**src/rtl/lane_steer_pkg.sv**
```systemverilog
package lane_steer_pkg;
  localparam int PAIR_BITS = 2;
  localparam int NUM_SEG   = 2 << PAIR_BITS;
  localparam int BYTE_W    = 8;
  localparam int WORD_W    = 2 * BYTE_W;

  typedef enum logic [1:0] {
    LO_EVEN = 2'd0,
    LO_ODD  = 2'd1,
    LO_ATTR = 2'd2,
    LO_BAD  = 2'd3
  } loSrc_e;

  typedef struct packed {
    logic [NUM_SEG-1:0] segCs;
    logic               attrCs;
    logic               wrStb;
    logic               rdStb;
    logic               loDrive;
    logic               hiDrive;
    loSrc_e             loSrc;
    logic               swapLo;
    logic               wpFlag;
  } strobes_t;
endpackage

```
**src/rtl/lane_steer_ctrl.sv**
```systemverilog
module lane_steer_ctrl
  import lane_steer_pkg::*;
(
  input  logic                 clk,
  input  logic                 rstN,
  input  logic                 cardEn1N,
  input  logic                 cardEn2N,
  input  logic                 outEnN,
  input  logic                 wrEnN,
  input  logic                 regSelN,
  input  logic                 addr0,
  input  logic [PAIR_BITS-1:0] pairSel,
  input  logic                 wpSwitch,
  output strobes_t             stb
);
  logic anyEn, wordMode, loByte, hiOnly, commonSpace;
  logic evenHit, oddHit, readCyc, writeCyc;
  strobes_t stbNext;

  always_comb begin
    anyEn       = !cardEn1N || !cardEn2N;
    wordMode    = !cardEn1N && !cardEn2N;
    loByte      = !cardEn1N &&  cardEn2N;
    hiOnly      =  cardEn1N && !cardEn2N;
    commonSpace = regSelN;
    evenHit     = wordMode || (loByte && !addr0);
    oddHit      = wordMode || hiOnly || (loByte && addr0);
    readCyc     = anyEn && !outEnN && wrEnN;
    writeCyc    = anyEn && !wrEnN && outEnN && !wpSwitch;
  end

  for (genvar i = 0; i < NUM_SEG; i++) begin : g_seg
    localparam logic [PAIR_BITS-1:0] PAIR_IDX = PAIR_BITS'(i / 2);
    localparam bit IS_ODD = (i % 2) == 1;
    assign stbNext.segCs[i] = commonSpace && (pairSel == PAIR_IDX) &&
                              (IS_ODD ? oddHit : evenHit);
  end

  always_comb begin
    stbNext.attrCs  = !regSelN && anyEn;
    stbNext.wrStb   = writeCyc;
    stbNext.rdStb   = readCyc;
    stbNext.loDrive = readCyc && !cardEn1N;
    stbNext.hiDrive = readCyc && !cardEn2N && commonSpace;
    stbNext.swapLo  = loByte && addr0;
    stbNext.wpFlag  = wpSwitch;
    if (commonSpace)
      stbNext.loSrc = (loByte && addr0) ? LO_ODD : LO_EVEN;
    else
      stbNext.loSrc = (loByte && addr0) ? LO_BAD : LO_ATTR;
  end

  always_ff @(posedge clk or negedge rstN) begin
    if (!rstN) stb <= '0;
    else       stb <= stbNext;
  end


  seg_count_chk: assert property (@(posedge clk) disable iff (!rstN)
    $countones(stb.segCs) <= 2);


  attr_no_seg_chk: assert property (@(posedge clk) disable iff (!rstN)
    stb.attrCs |-> (stb.segCs == '0 && !stb.hiDrive));


  wp_block_chk: assert property (@(posedge clk) disable iff (!rstN)
    wpSwitch |=> (!stb.wrStb && stb.wpFlag));


  standby_chk: assert property (@(posedge clk) disable iff (!rstN)
    (cardEn1N && cardEn2N) |=> (stb.segCs == '0 && !stb.attrCs &&
                                !stb.loDrive && !stb.hiDrive));


  oe_gate_chk: assert property (@(posedge clk) disable iff (!rstN)
    (outEnN || !wrEnN) |=> (!stb.loDrive && !stb.hiDrive));


  word_two_chk: assert property (@(posedge clk) disable iff (!rstN)
    (!cardEn1N && !cardEn2N && regSelN) |=> ($countones(stb.segCs) == 2));
endmodule

```
**src/rtl/lane_steer_dp.sv**
```systemverilog
module lane_steer_dp
  import lane_steer_pkg::*;
(
  input  strobes_t            stb,
  input  logic [WORD_W-1:0]   hostWrData,
  input  logic [BYTE_W-1:0]   evenRdData,
  input  logic [BYTE_W-1:0]   oddRdData,
  input  logic [BYTE_W-1:0]   attrRdData,
  output logic [BYTE_W-1:0]   evenWrData,
  output logic [BYTE_W-1:0]   oddWrData,
  output logic [WORD_W-1:0]   hostRdData
);
  logic [BYTE_W-1:0] loByteSel, hostLo, hostHi;

  assign hostLo = hostWrData[BYTE_W-1:0];
  assign hostHi = hostWrData[WORD_W-1:BYTE_W];

  always_comb begin
    unique case (stb.loSrc)
      LO_EVEN: loByteSel = evenRdData;
      LO_ODD:  loByteSel = oddRdData;
      LO_ATTR: loByteSel = attrRdData;
      default: loByteSel = '1;
    endcase
  end

  always_comb begin
    hostRdData[BYTE_W-1:0]      = stb.loDrive ? loByteSel : '0;
    hostRdData[WORD_W-1:BYTE_W] = stb.hiDrive ? oddRdData : '0;
    evenWrData                  = hostLo;
    oddWrData                   = stb.swapLo ? hostLo : hostHi;
  end
endmodule

```
**src/rtl/lane_steer_top.sv**
```systemverilog
module lane_steer_top
  import lane_steer_pkg::*;
(
  input  logic                 clk,
  input  logic                 rstN,
  input  logic                 cardEn1N,
  input  logic                 cardEn2N,
  input  logic                 outEnN,
  input  logic                 wrEnN,
  input  logic                 regSelN,
  input  logic                 addr0,
  input  logic [PAIR_BITS-1:0] pairSel,
  input  logic                 wpSwitch,
  input  logic [WORD_W-1:0]    hostWrData,
  input  logic [BYTE_W-1:0]    evenRdData,
  input  logic [BYTE_W-1:0]    oddRdData,
  input  logic [BYTE_W-1:0]    attrRdData,
  output logic [NUM_SEG-1:0]   segCs,
  output logic                 attrCs,
  output logic                 memWe,
  output logic                 memOe,
  output logic [BYTE_W-1:0]    evenWrData,
  output logic [BYTE_W-1:0]    oddWrData,
  output logic [WORD_W-1:0]    hostRdData,
  output logic                 loLaneOe,
  output logic                 hiLaneOe,
  output logic                 laneSwap,
  output logic                 wpStatus
);
  strobes_t stb;

  lane_steer_ctrl u_ctrl (
    .clk(clk), .rstN(rstN), .cardEn1N(cardEn1N), .cardEn2N(cardEn2N),
    .outEnN(outEnN), .wrEnN(wrEnN), .regSelN(regSelN), .addr0(addr0),
    .pairSel(pairSel), .wpSwitch(wpSwitch), .stb(stb)
  );

  lane_steer_dp u_dp (
    .stb(stb), .hostWrData(hostWrData), .evenRdData(evenRdData),
    .oddRdData(oddRdData), .attrRdData(attrRdData),
    .evenWrData(evenWrData), .oddWrData(oddWrData), .hostRdData(hostRdData)
  );

  assign segCs    = stb.segCs;
  assign attrCs   = stb.attrCs;
  assign memWe    = stb.wrStb;
  assign memOe    = stb.rdStb;
  assign loLaneOe = stb.loDrive;
  assign hiLaneOe = stb.hiDrive;
  assign laneSwap = stb.swapLo;
  assign wpStatus = stb.wpFlag;
endmodule

```
**config.mk**
```make
export PLATFORM = sky130hd
export DESIGN_NAME = lane_steer_top
export DESIGN_NICKNAME = d
export VERILOG_FILES = /design/src/rtl/lane_steer_pkg.sv /design/src/rtl/lane_steer_ctrl.sv /design/src/rtl/lane_steer_dp.sv /design/src/rtl/lane_steer_top.sv
export SDC_FILE = /design/constraint.sdc
export NUM_CORES = 1
export LEC_CHECK = 0
export BUFFER_PORTS_ARGS = -buffer_cell sky130_fd_sc_hd__buf_2
export CAP_MARGIN = 20
export CORE_ASPECT_RATIO = 0.5
export CORE_MARGIN = 4
export CORE_UTILIZATION = 39
export CTS_CLUSTER_SIZE = 16
export DETAILED_ROUTE_END_ITERATION = 8
export GPL_ROUTABILITY_DRIVEN = 0
export GPL_TIMING_DRIVEN = 0
export PLACE_DENSITY_LB_ADDON = 0.1
export REMOVE_ABC_BUFFERS = 1
export SLEW_MARGIN = 5
export SYNTH_ARGS = -nofsm -noshare
export SYNTH_HDL_FRONTEND = slang
export SYNTH_SLANG_ARGS = --single-unit
```
**constraint.sdc**
```tcl
create_clock -name clk -period 3.07 [get_ports clk]
set_clock_uncertainty 0.05 [all_clocks]
set_input_delay 0 -clock clk [delete_from_list [all_inputs] [get_ports clk]]
set_output_delay 0 -clock clk [all_outputs]
set_load 0.01 [all_outputs]
```
# Word-level counts from Yosys, hierarchy flattened
# Cells that the tools add are included.
word_totals:
  mem_bits_rw: 0
  wordCells: 60
  latch_bits: 0
  reg_bits: 17
  out_inout_bits: 47
  in_bits: 51
  rom_bits: 0
  memories: 0
classes:
  n_eq_ne: 5
  n_mux: 7
  mul: 0
  reduce_logical: 39
  add_sub_neg: 0
  order_cmp: 0
  n_div: 0
  n_bitwise: 0
  shift: 0
op_table:
  columns: ["cell", "n"]
  rows:
  - ["1-bit logical AND", 26]
  - ["8-bit 2-to-1 mux", 3]
  - ["8-bit one-hot mux with 3 select lines", 1]
  - ["1-bit logical NOT", 7]
  - ["2-bit equality test, second input constant", 3]
  - ["2-bit by 1-bit equality test with 1-bit output, second input constant", 2]
  - ["2-bit logical NOT", 2]
  - ["1-bit logical OR", 4]
  - ["1-bit 2-to-1 mux", 2]
  - ["2-bit 2-to-1 mux", 1]

# Depth between registers and ports, before layout
depth:
  word_depth: 6
  ltp_mapped: 4
  ltp_nobuf: 2

# Modules after synthesis
# A second synthesis with hierarchy kept.
hier_totals:
  hier_cells: 87
  area_unflattened_um2: 997.2
modules_own_cells:
  columns: ["mod", "cells_per_inst", "area_per_inst_um2", "n_inst", "seq_area_each_um2"]
  rows:
  - ["lane_steer_ctrl", 41, 576.8, 1, 400.4]
  - ["lane_steer_dp", 46, 420.4, 1, 0.0]

# Least setup slack after synthesis
# Ideal clock, no wire load.
synth_path:
  kind: "register to output"
  startpoint: "register u_ctrl.stb[2] (netlist name)"
  endpoint: "output hostRdData[4]"
  t_arrival_ns: 1.223
  path_slack_ns: 1.797
  n_path_buf: 2
  required_time_ns: 3.020
  stages_incl_launch_ff: 5
  cell_sequence: "dfrtp_1 -> buf_6 -> buf_12 -> mux2_4 -> o221a_1"
synth_via:
  elab_chain_len: 3
synth_rtl:
  columns: ["element", "line_no", "text"]
  rows:
  - ["2-bit equality test, or another cell as far along", "lane_steer_dp.sv:19", "unique case (stb.loSrc)"]
  - ["8-bit one-hot mux with 3 select lines *", "lane_steer_dp.sv:19", null]
  - ["8-bit 2-to-1 mux *", "lane_steer_dp.sv:28", "hostRdData[BYTE_W-1:0] = stb.loDrive ? loByteSel : '0;"]
  - ["end, declared", "lane_steer_top.sv:24", "output logic [WORD_W-1:0] hostRdData,"]
# Mark *: on every way between the ends. The rest lies on a longest branch, timed or not.

# Final worst setup path
layout_path:
  startpoint: "register u_ctrl.stb[2] (netlist name)"
  endpoint: "output hostRdData[6]"
layout_via:
  elab_chain_len: 3
layout_rtl:
  columns: ["element", "line_no"]
  rows:
  - ["2-bit equality test, or another cell as far along", "lane_steer_dp.sv:19"]
  - ["8-bit one-hot mux with 3 select lines *", "lane_steer_dp.sv:19"]
  - ["8-bit 2-to-1 mux *", "lane_steer_dp.sv:28"]
# Marks and branches as above.

==> flow_summary.ini <==
[critical_path]
critPathMaxStageDelay_ns = 0.80
critical_path.top_delay_family = flip-flops
crit_path_class = reg2out
crit_buf_inv = 1
critPathCaptureType = output port
crit_path_start_kind = flop
crit_path_top_delay_cell = dfrtp_1
cp.arrival_ns = 1.85
critical_path_peak_fanout = 18
cp.required_ns = 3.02
timing.critical_path.cells = mux2_2 -> o221a_2 -> buf_2

[route]
via_per_inst = 4.612
antenna_left = 0
dr_total_vias = 1010
drtIter0Drc = 29
routed_wirelength_mm = 2.963
post-route-drc-count = 0
drt-pass1-iter-count = 4
wl_per_cell_um = 13.53

[final_layout]
layout.filler_cells = 194
nNetsFinal = 236
largestRegisters = u_ctrl.stb x16
area_growth_syn_to_layout_pct = 50.12
largest_reg_flops = 16
layout-drive-gt1-share_pct = 67.93
count_of_antenna_diodes_in_the_layout = 0
registers.top_by_ff_count = u_ctrl.stb

[timing]
tightestPinTransition_ns = 0.7226
finalHoldViolCount = 0
timing.slew.headroom_pct = 51.82
fin_crit_sh_pct = 61.94
rsz0062_at_grt = no
fin_setup_tns_ns = 0
finalSetupViolations = 0
report.final.slew_viol_count = 0
final.min_clock_period_ns = 1.901
timing.fmax_ghz = 0.5259

[yosys]
syn_area_um2 = 1049
syn_inst = 94
yosysTopAreaCellShare_pct = 38.19
synth.largest_area_cell = dfrtp_1
syn_avg_cell_area_um2 = 11.15
synth_cell_type_count = 24
synthTopCellsByArea = dfrtp_1 (38%), mux2_2 (15%), buf_4 (11%)
ys_warn_count = 0
ys_seq_elements = 16
ys_seq_area_share_pct = 38.19

[cts]
clk_root_buffer_cell = clkbuf_8
clockBufferDepth = 2
cts_tree = yes
worst_setup_hold_path_clk_slew_ns = 0.06
postCtsSetupBuffers = 0
cts_made_buffers = 3
clkSinkCount = 16
htree_levels = 1

[global_routing]
global_route.overflow_total = 0
grt_start_max_net_pins = 19
number_of_global_route_vias_before_repair = 976
global_route_wire_length_before_repair_mm = 4.491
global_route.usage.total_pct = 15.77
antenna_violations_before_repair = 0

[placed_design]
dp_hpwl_mm = 2.322
numPortBuffers = 97

[die]
starting_density_of_the_core_pct = 43.92
fp.dieH_um = 44.67
core_area_um2 = 2387
rows = 12
boundaryPins = 98
die_area_um2 = 3632
die-width_um = 81.33

[flow_run]
max_cap_violations = 0

[pwr]
total_power_uw = 534.1
irDropWorstVdd_mv = 0.3326
pwr_density_cell_nw_per_um2 = 339.3
total_leakage_power_nw = 0.8838

[hold_path]
worstHoldPathType = in2reg

[outcome]
outcome = finished clean
==> metal layers <==
metal	global-route usage, %	routed length (um)
met5	0	0
met4	4.377	10
met2	29.13	1428
met3	4.472	322
met1	17.98	1202
==> worst min-delay path, stage by stage <==
cell and delay, ns:
buf_2 0.12, nand2b_4 0.07, a211oi_1 0.07
==> layout by cell type (no fill, tap or decap) <==
master / netlist / final
nor3_1: 4 / 4
dlygate4sd3_1: 0 / 11
mux2_2: 14 / 14
a21oi_1: 2 / 2
nand2_1: 1 / 1
a211oi_1: 3 / 3
nor2b_1: 1 / 1
o221a_2: 6 / 6
a2111oi_0: 2 / 2
nand2b_2: 1 / 1
dfrtp_1: 16 / 16
o221a_1: 2 / 2
clkbuf_8: 0 / 4
mux2_4: 2 / 2
inv_1: 2 / 2
nor4_1: 1 / 1
nand2b_4: 1 / 1
nor2_1: 1 / 1
and2_1: 9 / 9
nand2b_1: 4 / 4
buf_2: 2 / 97
==> area by class of cell <==
class	count	area, um2	share of cell area, %
Tap cell	35	43.79	2.782
Multi-Input combinational cell	54	471.7	29.97
Clock buffer	4	55.05	3.498
Inverter	2	7.507	0.4769
Sequential cell	16	400.4	25.44
Timing Repair Buffer	108	595.6	37.84
==> cell families (layout without fill, tap and decap cells) <==
logic type | after synthesis | in the layout | share of synthesized area (%)
buf+inv | 24 | 114 | 16.83
compound gates | 15 | 15 | 13.36
flops | 16 | 16 | 38.19
simple gates | 23 | 23 | 13.72
mux | 16 | 16 | 17.90
==> synthesized netlist by cell type, drive strengths merged <==
cell     instances
buf             21
dfrtp           16
mux2            16
and2             9
o221a            8
nand2b           6
nor3             4
a211oi           3
a2111oi          2
a21oi            2
inv              2
clkbuf           1
nand2            1
nor2             1
nor2b            1
nor4             1
==> stage by stage <==
stage / hold slack, ns / cell area (um2) / utilization, % / setup slack, ns / std cells
floorplan: -0.3456 / 879.6 / - / 1.636 / 72
global route: 0.01937 / 1574 / 65.93 / 1.082 / 219
finish: 0.01160 / 1574 / 65.93 / 1.169 / 219
global placement: -0.1329 / 1409 / 59.01 / 1.418 / 204
CTS: 0.001536 / 1574 / 65.93 / 1.143 / 219
detailed placement: -0.1226 / 1409 / 59.01 / 1.414 / 204
==> report_power, final <==
part / switching, mW / internal, mW
Combinational: 0.0559 / 0.0715
Sequential: 0.00846 / 0.218
Clock: 0.0665 / 0.114
==> final timing paths <==
| check | start | endpoint | slack, ns | depth (start not counted) |
|---|---|---|---|---|
| max in group asynchronous | rstN | u_ctrl.stb[12] | 2.56 | 2 |
| worst min-delay path | addr0 | u_ctrl.stb[14] | 0.01 | 3 |
| worst max-delay path | u_ctrl.stb[2] | hostRdData[6] | 1.17 | 3 |
| min in group asynchronous | rstN | u_ctrl.stb[7] | 0.15 | 2 |
==> timing repair <==
| item | CTS | global route |
|---|---|---|
| gates resized for setup | 0 | 0 |
| hold buffers | 11 | 0 |
| endpoints found under the hold margin | 29 | 0 |
(Power assumes the default switching activity.)
